--- src/rtl/shift_carry_pkg.sv ---
package shift_carry_pkg;

  localparam int DATA_W = 32;
  localparam int IDX_W  = $clog2(DATA_W);

  typedef enum logic [1:0] {
    SHIFT_LSL = 2'b00,
    SHIFT_LSR = 2'b01,
    SHIFT_ASR = 2'b10,
    SHIFT_ROR = 2'b11
  } shiftKind_e;

  // Strobes from the control decode to the datapath
  typedef struct packed {
    logic             passThru;   // amount is zero
    logic             selLeft;    // logical left
    logic             selArith;   // arithmetic right
    logic             selRot;     // rotate right
    logic             fullOut;    // shift by DATA_W or more (non-rotate)
    logic             carryClr;   // carry forced to zero
    logic [IDX_W-1:0] rotRight;   // rotator distance
    logic [IDX_W-1:0] maskAmt;    // amount used for fill masks
    logic [IDX_W-1:0] carryIdx;   // bit of operand that becomes carry
  } shiftStrobes_t;

endpackage

--- src/rtl/shift_carry_ctrl.sv ---
module shift_carry_ctrl
  import shift_carry_pkg::*;
#(
  parameter int AMT_W = 8
) (
  input  logic [AMT_W-1:0] amount,
  input  logic [1:0]       shiftType,
  output shiftStrobes_t    strobes
);

  localparam logic [AMT_W-1:0] FULL_AMT = AMT_W'(DATA_W);
  localparam logic [IDX_W-1:0] TOP_IDX  = IDX_W'(DATA_W - 1);

  logic             amtZero;
  logic             amtExact;
  logic             amtOver;
  logic [IDX_W-1:0] lowAmt;
  logic [IDX_W-1:0] negAmt;
  logic [IDX_W-1:0] lowMinus1;
  shiftKind_e       kind;

  always_comb begin
    kind      = shiftKind_e'(shiftType);
    amtZero   = (amount == '0);
    amtExact  = (amount == FULL_AMT);
    amtOver   = (amount > FULL_AMT);
    lowAmt    = amount[IDX_W-1:0];
    negAmt    = IDX_W'(~lowAmt + 1'b1);
    lowMinus1 = IDX_W'(lowAmt - 1'b1);
  end

  always_comb begin
    strobes          = '0;
    strobes.passThru = amtZero;
    strobes.maskAmt  = lowAmt;
    unique case (kind)
      SHIFT_LSL: begin
        strobes.selLeft  = 1'b1;
        strobes.fullOut  = amtExact | amtOver;
        strobes.carryClr = amtOver;
        strobes.rotRight = negAmt;
        strobes.carryIdx = amtExact ? '0 : negAmt;
      end
      SHIFT_LSR: begin
        strobes.fullOut  = amtExact | amtOver;
        strobes.carryClr = amtOver;
        strobes.rotRight = lowAmt;
        strobes.carryIdx = (amtExact | amtOver) ? TOP_IDX : lowMinus1;
      end
      SHIFT_ASR: begin
        strobes.selArith = 1'b1;
        strobes.fullOut  = amtExact | amtOver;
        strobes.rotRight = lowAmt;
        strobes.carryIdx = (amtExact | amtOver) ? TOP_IDX : lowMinus1;
      end
      default: begin
        strobes.selRot   = 1'b1;
        strobes.rotRight = lowAmt;
        // a multiple of DATA_W wraps to the top bit
        strobes.carryIdx = lowMinus1;
      end
    endcase
  end

endmodule

--- src/rtl/shift_carry_rotator.sv ---
module shift_carry_rotator #(
  parameter int W  = 32,
  parameter int IW = $clog2(W)
) (
  input  logic [W-1:0]  din,
  input  logic [IW-1:0] rot,
  output logic [W-1:0]  dout
);

  logic [W-1:0] stage [0:IW];

  assign stage[0] = din;

  genvar s;
  generate
    for (s = 0; s < IW; s++) begin : gStage
      localparam int STEP = 1 << s;
      assign stage[s+1] = rot[s] ? {stage[s][STEP-1:0], stage[s][W-1:STEP]}
                                 : stage[s];
    end
  endgenerate

  assign dout = stage[IW];

endmodule

--- src/rtl/shift_carry_datapath.sv ---
module shift_carry_datapath
  import shift_carry_pkg::*;
(
  input  logic [DATA_W-1:0] operand,
  input  logic              carryIn,
  input  shiftStrobes_t     strobes,
  output logic [DATA_W-1:0] resultComb,
  output logic              carryComb,
  output logic              carryWeComb
);

  logic [DATA_W-1:0] rotated;
  logic [DATA_W-1:0] leftMask;
  logic [DATA_W-1:0] rightMask;
  logic [DATA_W-1:0] signFill;
  logic              signBit;
  logic              pickedBit;

  shift_carry_rotator #(.W(DATA_W), .IW(IDX_W)) uRot (
    .din  (operand),
    .rot  (strobes.rotRight),
    .dout (rotated)
  );

  always_comb begin
    signBit   = operand[DATA_W-1];
    leftMask  = {DATA_W{1'b1}} << strobes.maskAmt;
    rightMask = {DATA_W{1'b1}} >> strobes.maskAmt;
    signFill  = signBit ? ~rightMask : '0;
    pickedBit = operand[strobes.carryIdx];
  end

  always_comb begin
    if (strobes.passThru) begin
      resultComb = operand;
    end else if (strobes.selRot) begin
      resultComb = rotated;
    end else if (strobes.selArith) begin
      resultComb = strobes.fullOut ? {DATA_W{signBit}}
                                   : ((rotated & rightMask) | signFill);
    end else if (strobes.fullOut) begin
      resultComb = '0;
    end else if (strobes.selLeft) begin
      resultComb = rotated & leftMask;
    end else begin
      resultComb = rotated & rightMask;
    end
  end

  always_comb begin
    carryWeComb = ~strobes.passThru;
    if (strobes.passThru)      carryComb = carryIn;
    else if (strobes.carryClr) carryComb = 1'b0;
    else                       carryComb = pickedBit;
  end

endmodule

--- src/rtl/shift_carry_unit.sv ---
module shift_carry_unit
  import shift_carry_pkg::*;
#(
  parameter int AMT_W   = 8,
  parameter bit REG_OUT = 1'b1
) (
  input  logic              clk,
  input  logic              rstN,
  input  logic [DATA_W-1:0] operand,
  input  logic [AMT_W-1:0]  amount,
  input  logic [1:0]        shiftType,
  input  logic              carryIn,
  output logic [DATA_W-1:0] result,
  output logic              carryOut,
  output logic              carryWe
);

  shiftStrobes_t     strobes;
  logic [DATA_W-1:0] resultComb;
  logic              carryComb;
  logic              carryWeComb;

  shift_carry_ctrl #(.AMT_W(AMT_W)) uCtrl (
    .amount    (amount),
    .shiftType (shiftType),
    .strobes   (strobes)
  );

  shift_carry_datapath uPath (
    .operand     (operand),
    .carryIn     (carryIn),
    .strobes     (strobes),
    .resultComb  (resultComb),
    .carryComb   (carryComb),
    .carryWeComb (carryWeComb)
  );

  generate
    if (REG_OUT) begin : gReg
      always_ff @(posedge clk or negedge rstN) begin
        if (!rstN) begin
          result   <= '0;
          carryOut <= 1'b0;
          carryWe  <= 1'b0;
        end else begin
          result   <= resultComb;
          carryOut <= carryComb;
          carryWe  <= carryWeComb;
        end
      end
    end else begin : gComb
      assign result   = resultComb;
      assign carryOut = carryComb;
      assign carryWe  = carryWeComb;
    end
  endgenerate

endmodule

--- config.mk ---
export PLATFORM = sky130hd
export DESIGN_NAME = shift_carry_unit
export DESIGN_NICKNAME = d
export VERILOG_FILES = /design/src/rtl/shift_carry_pkg.sv /design/src/rtl/shift_carry_ctrl.sv /design/src/rtl/shift_carry_rotator.sv /design/src/rtl/shift_carry_datapath.sv /design/src/rtl/shift_carry_unit.sv
export SDC_FILE = /design/constraint.sdc
export NUM_CORES = 1
export LEC_CHECK = 0
export BUFFER_PORTS_ARGS = -buffer_cell sky130_fd_sc_hd__buf_2
export CORE_MARGIN = 3
export CORE_UTILIZATION = 45
export CTS_CLUSTER_SIZE = 30
export DETAILED_ROUTE_END_ITERATION = 8
export PLACE_DENSITY_LB_ADDON = 0.05
export SLEW_MARGIN = 20
export SYNTH_ARGS = -nofsm -noshare
export SYNTH_HDL_FRONTEND = slang
export SYNTH_SLANG_ARGS = --single-unit
--- constraint.sdc ---
create_clock -name clk -period 0.8 [get_ports clk]
set_input_delay 0.16 -clock clk [delete_from_list [all_inputs] [get_ports clk]]
set_output_delay 0.16 -clock clk [all_outputs]
set_load 0.1 [all_outputs]
After elaboration in Yosys (flattened, before gate mapping). Index checks and enable logic that the tools add are counted.

Logic and storage cells: 48. Bits of input ports: 45. Flip-flop bits (word level): 34. Output and inout bits: 34.

$lt $le $gt $ge: 2. Mux-type cells: 24. Bitwise logic cells: 7. Add/subtract/negate cells: 2. Equality and inequality tests: 3. Shift operators: 2. Reductions and logical operators: 5.

Operators with widths (number): 32-bit 2-to-1 mux (12); 32-bit AND (2); 32-bit inverter (1); 32-bit OR (1); 32-bit by 5-bit << shifter with 32-bit output (first input constant) (1); 32-bit by 5-bit >> shifter with 32-bit output (first input constant) (1); 5-bit 2-to-1 mux (3); 5-bit one-hot mux with 2 select lines (1); 8-bit by 6-bit == test with 1-bit output (second input constant) (1); 8-bit by 6-bit greater-than comparator with 1-bit output (second input constant) (1); 8-bit logical NOT (1); 1-bit 2-to-1 mux (7); 5-bit by 6-bit < comparator with 1-bit output (second input constant) (1); 5-bit by 1-bit adder with 5-bit output (second input constant) (1); 1-bit binary-select mux with 5-bit select (1); 5-bit inverter (1); 5-bit by 1-bit subtractor with 5-bit output (second input constant) (1); 2-bit OR reduction (2); 3-bit OR reduction (1); 2-bit by 1-bit == test with 1-bit output (second input constant) (1); 2-bit == test (second input constant) (1); 2-bit logical NOT (1); 1-bit inverter (1); 1-bit OR (1).

Logic depth before layout (Yosys ltp).
Word-level depth: 14. Mapped depth: 14. Mapped depth without buffers: 11.

Hierarchy. A second synthesis with hierarchy kept.

Cell total of the unflattened synthesis: 548. Area, all modules: 5216.3 µm².

Modules (own cells, without submodules): shift_carry_datapath (cells each 341, times used 1, area an instance 2003.2 µm²); shift_carry_rotator (cells each 116, times used 1, area an instance 1949.4 µm²); shift_carry_unit (cells each 34, times used 1, area an instance 850.8 µm²); shift_carry_ctrl (cells each 57, times used 1, area an instance 412.9 µm²).

Worst setup path after synthesis. No wires, ideal clock.

Path kind: input to register. Start: in amount[0]. End: reg carryOut. Cell stages on the path: 11. Setup slack: -2.112 ns. Path buffers: 2. Arrival: 2.779 ns. Path through: buf_6 inv_2 buf_2 ha_1 nor4b_4 a31oi_2 a22oi_2 mux4_1 mux2_2 nand3_1 nand4_1.

Word-level cells in the longest chain between the ends: 8.

RTL lines: start, declared (RTL line shift_carry_unit.sv:10) `input logic [AMT_W-1:0] amount,`; 8-bit by 6-bit greater-than comparator with 1-bit output, or another cell as far along (RTL line shift_carry_ctrl.sv:26) `amtOver = (amount > FULL_AMT);`; 1-bit OR / 5-bit by 1-bit adder with 5-bit output (equally long branches) (RTL line shift_carry_ctrl.sv:48, shift_carry_ctrl.sv:54, shift_carry_ctrl.sv:28); 5-bit 2-to-1 mux, on equally long branches (RTL line shift_carry_ctrl.sv:48, shift_carry_ctrl.sv:54, shift_carry_ctrl.sv:42); 5-bit one-hot mux with 2 select lines (RTL line shift_carry_ctrl.sv:36) `unique case (kind)`; 1-bit binary-select mux with 5-bit select (RTL line shift_carry_datapath.sv:30) `pickedBit = operand[strobes.carryIdx];`; 1-bit 2-to-1 mux (not written as such) (RTL line shift_carry_datapath.sv:30); 1-bit 2-to-1 mux (RTL line shift_carry_datapath.sv:53) `else if (strobes.carryClr) carryComb = 1'b0;`; 1-bit 2-to-1 mux (*) (RTL line shift_carry_datapath.sv:52) `if (strobes.passThru) carryComb = carryIn;`; net carryComb (RTL line shift_carry_unit.sv:20) `logic carryComb;`; end signal, assigned (RTL line shift_carry_unit.sv:47) `carryOut <= carryComb;`; end, declared (RTL line shift_carry_unit.sv:14) `output logic carryOut,`.

Mark *: on every way through the listed nets, which the timed path passes. The rest lies on a longest branch. The select of a mux whose other input is x is not followed.

Final worst setup path.
Start: in amount[1]. End: reg result[11].

Word-level cells in the longest chain between the ends: 13.

RTL lines: 5-bit inverter (RTL line shift_carry_ctrl.sv:28) `negAmt = IDX_W'(~lowAmt + 1'b1);`; 5-bit by 1-bit adder with 5-bit output (RTL line shift_carry_ctrl.sv:28); 5-bit 2-to-1 mux (RTL line shift_carry_ctrl.sv:36); 32-bit 2-to-1 mux (4 in a row) (RTL line shift_carry_rotator.sv:18) `assign stage[s+1] = rot[s] ? {stage[s][STEP-1:0], stage[s][W-1:STEP]}`; 32-bit AND, on equally long branches (RTL line shift_carry_datapath.sv:40, shift_carry_datapath.sv:46, shift_carry_datapath.sv:44); 32-bit 2-to-1 mux / 32-bit OR (equally long branches) (RTL line shift_carry_datapath.sv:43, shift_carry_datapath.sv:40); 32-bit 2-to-1 mux, on equally long branches (RTL line shift_carry_datapath.sv:41, shift_carry_datapath.sv:39); 32-bit 2-to-1 mux (RTL line shift_carry_datapath.sv:38) `end else if (strobes.selArith) begin`; 32-bit 2-to-1 mux (RTL line shift_carry_datapath.sv:36) `end else if (strobes.selRot) begin`; 32-bit 2-to-1 mux (*) (RTL line shift_carry_datapath.sv:34) `if (strobes.passThru) begin`; net resultComb[11] (RTL line shift_carry_unit.sv:19) `logic [DATA_W-1:0] resultComb;`; end signal, assigned (RTL line shift_carry_unit.sv:46) `result <= resultComb;`; end, declared (RTL line shift_carry_unit.sv:13) `output logic [DATA_W-1:0] result,`.

Mark *: on every way through the listed nets, which the timed path passes. The rest lies on a longest branch.

==> summary.md <==
| Metric | Value |
|---|---|
| # IOs | 79 |
| Pin count of the biggest net entering global routing | 43 |
| Routed met2 length | 13260 um |
| CORE AREA | 10940 um2 |
| Gr ovfl total | 0 |
| CTS tree | built |
| TritonCTS Buffers | 5 |
| All-layer global routing usage | 0.4093 |
| Slew Limit Fails | 0 |
| Global-route wire length before repair | 39620 um |
| Post-detail-place hpwl | 17730 um |
| Startpoint Class | primary input |
| Average routed wire per standard cell | 30.45 um |
| Root buffer selected by CTS | clkbuf_16 |
| Vias in the first global route | 6614 |
| Final setup viols | 68 |
| Finished Core Util | 0.8658 |
| Via-to-Cell Ratio | 7.336 |
| Port bufs | 78 |
| Number of nets with antenna violations after routing | 0 |
| Fin Setup TNS | -58.49 ns |
| DR DRC count | 0 |
| Min cycle time layout | approximately 2.5 ns |
| Multi-input gate area | 4906 um2 |
| Pre-antenna DRT Iters | 8 |
| Antenna violations before repair | 0 |
| Final #Nets | between 900 and 1000 |
| Hold_ws | 0.07955 ns |
| Distinct cell type count after synthesis | 59 |
| Die span in y | 112.5 um |
| Met1 WL | roughly 10000 um |
| Share of cells above drive strength 1 | 0.5937 |
| Sequential cell area | 978.4 um2 |
| Worst Tran Pin Value | about 0.65 ns |
| Reg clk slew, reported paths | about 0.060 ns |
| Final Wtd Congestion | 1.006 |
| Synth Flop Type | dfrtp_1 |
| Syn nets | 672 |
| Top Metal Used | met4 |
| Cell Count Post-Placement | around 950 |
| Worst setup EP type | flip-flop |
| Max frequency | 400.8 MHz |
| Crit Path Class | in -> reg |
| Tot Pwr | roughly 16 mW |
| Final worst setup slack | -1.695 ns |
| Max-slew headroom | 0.5608 |
| Run status | finished, violations left |
| Final Cell Area | 9468 um2 |
| Leakage | 3.928 nW |
| Area delta synth->final | 85.60% |
| Worst-case clock buffer depth | 2 |
| H-tree depth | 2 |
| Post-Syn Instances | between 600 and 700 |
| Dpl cell area | 7569 um2 |
| Asr flop ratio synth | 1.000 |
| Drt initial violations | 1221 |
| DR vias | 7527 |
| Critical path data required time | 0.95 ns |
| YS warnings | 0 |
| Pre-CTS setup slack | -1.927 ns |
| Synth Register Bits | 34 |
| Syn avg cell area | between 8 and 9 um2 |
| PD cells | between 1500 and 2000 nW/um2 |
| Synthesized area | about 5000 um2 |
| Cell Rows | 38 |
| Initial core utilization | 0.4665 |
| Period utilization | 3.119 |
| Full die area | 12650 um2 |
| Violated checks | setup timing |
| Hold Path Class | in -> reg |
| Num Clock Sinks | 34 |
| Critical path arrival | 2.64 ns |
| Max rail drop VDD | 0.001685 V |
| Routed WL | 31240 um |
| Post-synth EDFFs | 0 |
| Layout Cells excl Fill | between 1000 and 1500 |
| RSZ-0062 raised after global routing | yes |
| CP max FO | 7 |
| Worst hold stages | 3 |
| Post-synthesis sequential area ratio | 0.1668 |
| Fin. Hold Viols | 0 |
| ANT cells | 0 |
| Fillers | ~530 |
| Die width | 112.5 um |
| Max-Cap Viols | 0 |
| Met3 Routed Length | ~4700 um |
## placed cells by master, fill, tap and decap left out, drive strengths merged, types with 2 or more instances in the layout
cell type / instances
a21boi: 10
clkbuf: 7
mux2i: 96
and2: 4
and3: 6
nor2: 58
a2111oi: 4
nor3: 10
nor4: 2
nand2: 49
o21ai: 60
xnor2: 3
nand2b: 6
inv: 11
nor2b: 6
o21a: 2
or2: 3
buf: 317
o211ai: 2
o221ai: 3
a21oi: 76
ha: 8
nand3: 4
a211oi: 4
o31ai: 5
nor4b: 3
a31oi: 5
mux4: 34
o22ai: 20
mux2: 8
a22oi: 3
a221oi: 9
dfrtp: 34
## synth_stat cells (4+ instances only)
master	number	share of area
buf_2	12	0.012
a31oi_1	4	0.0049
and3_1	6	0.0074
a21oi_1	76	0.075
a2111oi_0	4	0.0069
buf_1	4	0.0029
inv_1	8	0.0059
buf_6	4	0.0088
o21ai_1	4	0.0039
o31ai_1	5	0.0074
o21ai_0	56	0.055
nand2_1	49	0.036
nor3_1	10	0.0098
mux2_2	4	0.0088
dfrtp_1	34	0.17
nand3_1	4	0.0039
ha_1	8	0.020
clkbuf_1	39	0.029
nor2b_1	6	0.0074
a211oi_1	4	0.0059
nor2_1	58	0.043
a221oi_1	8	0.014
mux2i_1	96	0.19
nand2b_1	6	0.0074
o22ai_1	20	0.025
a21boi_0	9	0.013
mux4_2	32	0.14
## flip-flops by register name, summed over array words and instances (netlist names)
| signal | flops |
|---|---|
| carryWe | 1 |
| carryOut | 1 |
| result | 32 |
## logic make-up after synthesis
| family | after synthesis | synth area share |
|---|---|---|
| fa+ha+maj | 8 | 0.01962 |
| xor+xnor | 3 | 0.005152 |
| flops | 34 | 0.1668 |
| compound gates | 208 | 0.2450 |
| simple gates | 158 | 0.1469 |
| buf+inv | 73 | 0.06475 |
| mux | 135 | 0.3517 |
## routing by layer
layer  global-route usage  vias to the layer above
li1                     -                     2878
met1               0.5129                     3470
met2               0.6683                      873
met3              0.09650                      306
met4               0.1915                        0
met5                    0                        -
## power by group
group	switching, mW	internal [mW]
logic	6.36	4.78
registers	0.255	2.15
clock network	0.857	1.54
total	7.47	8.47
## cell type report
| cell class | count | area share |
|---|---|---|
| clock buffers | 6 | 0.01467 |
| clock inverters | 1 | 0.003172 |
| inverters | 11 | 0.007268 |
| multi-input cells | 515 | 0.5182 |
| flip-flops and latches | 34 | 0.1033 |
| well taps | 140 | 0.01850 |
| repair buffers | 319 | 0.3349 |
## critical path: stages
cell and delay (ns):
buf_8 0.09, inv_4 0.04, ha_4 0.16, buf_4 0.15, ha_4 0.24, mux2i_4 0.24
buf_12 0.20, buf_12 0.17, buf_8 0.14, mux2i_4 0.41, mux2i_2 0.18, mux2i_2 0.30
a21oi_2 0.15
## final timing paths
check | start | end | slack [ns]
max in group asynchronous | rstN | result[28] | 0.21
setup / recovery | amount[1] | result[11] | -1.70
min in group asynchronous | rstN | result[15] | 0.37
hold / removal | carryIn | carryOut | 0.08
## timing repair
item,in CTS,in global routing
pin swaps,31,34
resized for setup,128,109
setup buffers,35,22
gates cloned,8,2
endpoints found under the setup margin,68,68
hold buffers,1,0
hold endpoints to repair,34,0
No activity file was read; power rests on OpenSTA's default activity.
